[config.mk]
export PLATFORM = sky130hd
export DESIGN_NAME = jkload_shifter
export DESIGN_NICKNAME = d
export VERILOG_FILES = /design/src/rtl/jkshift_pkg.sv /design/src/rtl/jkshift_ctrl.sv /design/src/rtl/jkshift_dp.sv /design/src/rtl/jkload_shifter.sv
export SDC_FILE = /design/constraint.sdc
export NUM_CORES = 1
export LEC_CHECK = 0
export CAP_MARGIN = 20
export CORE_AREA = 5 5 42 44
export CTS_BUF_LIST = sky130_fd_sc_hd__clkbuf_8
export CTS_CLUSTER_SIZE = 40
export DETAILED_ROUTE_END_ITERATION = 8
export DIE_AREA = 0 0 47 49
export GPL_ROUTABILITY_DRIVEN = 0
export GPL_TIMING_DRIVEN = 0
export PLACE_DENSITY_LB_ADDON = 0.08
export REMOVE_ABC_BUFFERS = 1
export SYNTH_ARGS = -nofsm -noshare
export SYNTH_HDL_FRONTEND = slang
export SYNTH_SLANG_ARGS = --single-unit
[constraint.sdc]
create_clock -name clk -period 0.8 [get_ports clk]
set_input_delay 0.16 -clock clk [delete_from_list [all_inputs] [get_ports clk]]
set_output_delay 0.16 -clock clk [all_outputs]
set_load 0.01 [all_outputs]
[src/rtl/jkshift_pkg.sv]
package jkshift_pkg;
  // Strobes from the control decode into the stage datapath
  typedef struct packed {
    logic loadStb;   // take the parallel word
    logic shiftStb;  // move toward the tail
    logic headNext;  // value the head stage takes on a shift
  } stageCtl_t;
endpackage

[src/rtl/jkshift_ctrl.sv]
module jkshift_ctrl
  import jkshift_pkg::*;
(
  input  logic      clk,
  input  logic      clrN,
  input  logic      shiftMode,
  input  logic      jIn,
  input  logic      kBarIn,
  input  logic      headQ,
  output stageCtl_t ctl
);

  logic headFromJk;

  // J/K-bar decode for the head stage
  always_comb begin
    unique case ({jIn, kBarIn})
      2'b00:   headFromJk = 1'b0;
      2'b11:   headFromJk = 1'b1;
      2'b01:   headFromJk = headQ;
      default: headFromJk = ~headQ;
    endcase
  end

  always_comb begin
    ctl.loadStb  = ~shiftMode;
    ctl.shiftStb = shiftMode;
    ctl.headNext = headFromJk;
  end

  AST_HEAD_HOLD: assert property (@(posedge clk) disable iff (!clrN)
    (shiftMode && !jIn && kBarIn) |=> (headQ == $past(headQ)));

  AST_HEAD_TOGGLE: assert property (@(posedge clk) disable iff (!clrN)
    (shiftMode && jIn && !kBarIn) |=> (headQ != $past(headQ)));

  AST_HEAD_SET: assert property (@(posedge clk) disable iff (!clrN)
    (shiftMode && jIn && kBarIn) |=> headQ);

  AST_HEAD_RESET: assert property (@(posedge clk) disable iff (!clrN)
    (shiftMode && !jIn && !kBarIn) |=> !headQ);

endmodule

[src/rtl/jkshift_dp.sv]
module jkshift_dp
  import jkshift_pkg::*;
#(
  parameter int WIDTH = 4
) (
  input  logic             clk,
  input  logic             clrN,
  input  stageCtl_t        ctl,
  input  logic [WIDTH-1:0] parIn,
  output logic [WIDTH-1:0] stageQ
);

  localparam int LAST = WIDTH - 1;

  logic [WIDTH-1:0] shiftSrc;
  logic [WIDTH-1:0] stageNext;

  for (genvar i = 0; i < WIDTH; i++) begin : g_stage
    if (i == 0) begin : g_head
      assign shiftSrc[i] = ctl.headNext;
    end else begin : g_body
      assign shiftSrc[i] = stageQ[i-1];
    end
    assign stageNext[i] = ctl.loadStb  ? parIn[i]    :
                          ctl.shiftStb ? shiftSrc[i] : stageQ[i];
  end

  always_ff @(posedge clk or negedge clrN) begin
    if (!clrN) stageQ <= '0;
    else       stageQ <= stageNext;
  end

  AST_LOAD_CAPTURE: assert property (@(posedge clk) disable iff (!clrN)
    ctl.loadStb |=> (stageQ == $past(parIn)));

  AST_SHIFT_MOVE: assert property (@(posedge clk) disable iff (!clrN)
    ctl.shiftStb |=> (stageQ[LAST:1] == $past(stageQ[LAST-1:0])));

  always_ff @(posedge clk) begin
    if (!clrN) begin
      AST_CLEAR_EMPTY: assert (stageQ == '0)
        else $error("stages not empty under clear");
    end
  end

endmodule

[src/rtl/jkload_shifter.sv]
module jkload_shifter
  import jkshift_pkg::*;
#(
  parameter int WIDTH = 4
) (
  input  logic             clk,
  input  logic             clrN,
  input  logic             shiftMode,
  input  logic [WIDTH-1:0] parIn,
  input  logic             jIn,
  input  logic             kBarIn,
  output logic [WIDTH-1:0] stageOut,
  output logic             tailBarOut
);

  stageCtl_t ctl;

  jkshift_ctrl u_ctrl (
    .clk       (clk),
    .clrN      (clrN),
    .shiftMode (shiftMode),
    .jIn       (jIn),
    .kBarIn    (kBarIn),
    .headQ     (stageOut[0]),
    .ctl       (ctl)
  );

  jkshift_dp #(.WIDTH(WIDTH)) u_dp (
    .clk    (clk),
    .clrN   (clrN),
    .ctl    (ctl),
    .parIn  (parIn),
    .stageQ (stageOut)
  );

  assign tailBarOut = ~stageOut[WIDTH-1];

endmodule

# Word-level counts from Yosys, hierarchy flattened
# Cells that the tools add are included.
# totals
latch_bits	0
ff_bits	4
ram_bits	0
mem_bits_ro	0
n_memories	0
inputBits	9
# op_classes
shift	0
reduce_logical	1
n_eq_ne	3
bitwise_logic	2
n_lt_le_gt_ge	0
multipliers	0
mux	5
add_sub_neg	0
div_mod_pow	0
# op_table
operator	n
1-bit two-way mux	4
1-bit case mux with 3 select lines	1
2-bit by 1-bit == test with 1-bit output, second input constant	1
2-bit == test, second input constant	1
2-bit logical NOT	1
2-bit inequality test, second input constant	1
1-bit inverter	2

# Logic depth before layout (Yosys ltp)
# depth
word_depth	3
ltp_mapped	5

# By module
# From an unflattened synthesis, not the netlist that was laid out.
# hier_totals
hier_cells	22
area_unflattened_um2	224.0
# modules_own_cells
module	area_per_inst_um2	instances	cells_per_inst
jkshift_dp	186.4	1	17
jkshift_ctrl	33.8	1	4
jkload_shifter	3.8	1	1

# Least setup slack after synthesis
# Ideal clock, no wire load.
# synth_path
kind	input-to-reg
from	input jIn
to	register u_dp.stageQ[0]
slack_ns	-0.204
setup_ns	0.124
t_arrival_ns	0.880
cell_stages	5
t_required_ns	0.676
cell_sequence	inv_1 > ha_1 > a21o_1 > a22oi_1 > a21oi_1
# synth_via
elab_chain_cells	3
word_cells_on_any_way	6
classes_between	eq/ne: 3; mux: 2; reduce/logical: 1
# synth_lines
item	line	source
start: declaration	jkload_shifter.sv:10	input logic jIn,
2-bit by 1-bit == test with 1-bit output (tied with other cells)	jkshift_ctrl.sv:17	unique case ({jIn, kBarIn})
1-bit case mux with 3 select lines	jkshift_ctrl.sv:17	
1-bit two-way mux	jkshift_dp.sv:24	assign stageNext[i] = ctl.loadStb ? parIn[i] :
end signal: assignment	jkshift_dp.sv:30	else stageQ <= stageNext;
end: declaration	jkshift_dp.sv:10	output logic [WIDTH-1:0] stageQ
# Parallel ways exist; a longest one is shown, timed or not.
# A chain may end at the register's enable or synchronous reset.

# Worst setup path after layout
# layout_path
from	register u_dp.stageQ[0]
to	output stageOut[0]
# layout_lines
item	line	source
end: declaration	jkload_shifter.sv:12	output logic [WIDTH-1:0] stageOut,
# No word-level cell between the ends.

==> impl_results.md <==
* Status: finished, violations left
* Violated checks: negative setup slack
* Synth Area per Inst at around 12 µm²
* Bufs and invs on worst path at 1
* Int Power at 648.0 µW
* Flip-flop and latch area at 100.1 µm²
* Synthesis-to-layout area growth at 92.17%
* Total chip power at about 820 µW
* Drc violations at 0
* Final Hold Vio Count at 0
* Port Buf Inserts at 13
* Clk slew on worst S/H paths at 0.03 ns
* Peak fanout along the critical path at 2
* PD cells at approximately 2100 nW/µm²
* Worst path cell trace: buf_2
* Initial antenna violation count at 0
* Vias in the first global route at between 150 and 200
* Gate power share at between 20% and 30%
* Cts hold-fix bufs at 0
* Leak at between 0.15 and 0.2 nW
* Core box area at 1401 µm²
* Pre-antenna DRT Iters at 1
* Max_slew headroom at a little over four fifths
* Effective utilization at floorplan at 14.82%
* GRT Total Usage at 4.802%
* Multi-input logic area at 125.1 µm²
* Fraction of the yosys area taken by sequential cells at 48.19%
* Final setup vio count at 7
* Via density at 3.800
* # Max-Cap Violations at 0
* Flop2flop setup slack at -0.09 ns
* Routed wire length at 541 µm
* CP peak stage delay at ~0.38 ns
* Clk root buf: clkbuf_8
* Largest register FFs at 4
* Worst Tran Pin Value at 0.2423 ns
* Worst ir drop on vdd at around 0.68 mV
* Hpwl dp at about 400 µm
* Placement row count at 14
* CP startpoint kind: flip-flop
* H-tree Lvls at 1
* Die ar. at 2303 µm²
* GR Overflow Total at 0
* Final min period at 0.9021 ns
* Wire length of the first global-routing pass at 772 µm
* Most common cell after layout, fill and taps aside: buf_2
* Setup ws final at -0.1021 ns
* CTS max path bufs at 2
* CP required at around 0.64 ns
* Reg-to-Reg Start: u_dp.stageQ[0]
* Final setup TNS at -0.5638 ns
* Most frequent cells in the layout: buf_2 (7), clkdlybuf4s50_1 (5), dfrtp_1 (4)
* Clock Power Share at between 40% and 50%
* Largest net degree at the start of global routing at 6
* Sw Ratio at a little over a fifth
* Psw at between 150 and 200 µW
* Nets at 47
* Iter 0 DRT Violations at 0
* Worst Clk Skew at between 0.0004 and 0.0005 ns
* Clk_lat worst skew at between 0.2 and 0.25 ns
* Crit end category: output port
* Unique masters post-synth at 10
* Critical path's top delay family: flip-flops
* Sequential share of power at 28.8%
* Place WS at -0.7720 ns
* Final hold slack at approximately 0.15 ns
* Final cycle utilization of the critical path at 112.8%
* Critical path's slowest cell: dfrtp_1
* CTS tree: built
* Die Wd at 47 µm
* CTS sink count at 4
* Crit Path Class: flip-flop to output port
* Largest regs: u_dp.stageQ (4)
* Number of diodes at 0
* Cell count after synthesis at 18
* FF-to-FF End: u_dp.stageQ[1]
* Vias at 190
* CP arrival at 0.74 ns
* Routed WL per cell at 10.82 µm
* Num ports at 14
* Reg2Reg Depth at 2
* Largest reg by FF count: u_dp.stageQ
* CTS Buf Count at 3
* Share of cells above drive strength 1 at 50.00%
* Slew Viols, Final at 0
* Die Span Y at around 49 µm
* Synthesis Warnings at 0
* FMAX at 1.109 GHz
* HP Class: input port to async pin
* Mapped Area at between 200 and 250 µm²
* Fillers at 161
* DRT antenna net count at 0
* Register bit count reported by yosys at 4
* RSZ-0062 raised after global routing: yes
-- worst max path at each step --
stage / from / endpoint / depth (start not counted)
after global placement: jIn / u_dp.stageQ[0] / 6
after detailed placement: jIn / u_dp.stageQ[0] / 6
after global routing: u_dp.stageQ[3] / tailBarOut / 2
after CTS: u_dp.stageQ[3] / tailBarOut / 2
final: u_dp.stageQ[0] / stageOut[0] / 1
after floorplan: jIn / u_dp.stageQ[0] / 5
-- cell families after synthesis --
group,share of synthesized area [%]
simple gates,6.630
fa+ha+maj,12.05
buf+inv,7.232
flops,48.19
compound gates,9.639
mux,16.26
-- layout make-up --
cell class                      instances  area share (%)
Clock buffer                            3           10.34
Inverter                                2           1.881
Multi-Input combinational cell         11           31.35
Sequential cell                         4           25.08
Tap cell                               16           5.016
Timing Repair Buffer                   14           26.33
-- Yosys cell counts (all sizes together) --
| master | instances | area, µm² |
|---|---|---|
| a21oi | 1 | 5.000 |
| nand2b | 1 | 6.260 |
| ha | 2 | 25.02 |
| a21o | 1 | 7.510 |
| dfrtp | 4 | 100.1 |
| buf | 1 | 7.510 |
| inv | 2 | 7.510 |
| a22oi | 1 | 7.510 |
| nor2 | 2 | 7.510 |
| mux2 | 3 | 33.78 |
-- through the flow --
step | utilization, % | cells | instance area, µm²
finish | 28.48 | 50 | 399.1
CTS | 27.32 | 50 | 382.9
global route | 28.48 | 50 | 399.1
detailed placement | 25.00 | 46 | 350.3
floorplan | - | 17 | 200.2
global placement | 25.00 | 46 | 350.3
-- power by group through the flow --
stage	logic (mW)	registers (mW)	clock network, mW
5_1_grt	0.189	0.240	0.435
3_3_place_gp	0.161	0.241	0
6_report	0.176	0.237	0.410
3_5_place_dp	0.162	0.241	0
2_1_floorplan	0.0429	0.251	0
4_1_cts	0.158	0.237	0.421
-- routing by layer --
layer	share of wire, %	vias up	track usage [%]
li1	-	93	-
met1	40	90	5.322
met2	54	7	6.561
met3	5.9	0	2.214
met4	0	0	4.147
met5	0	-	0
-- timing repair --
item | CTS | global route
endpoints found under the setup margin | 9 | 8
endpoints found under the hold margin | 0 | 0
resized for setup | 33 | 4
pin swaps | 4 | 3
setup buffers | 1 | 0
(Power assumes the default switching activity.)
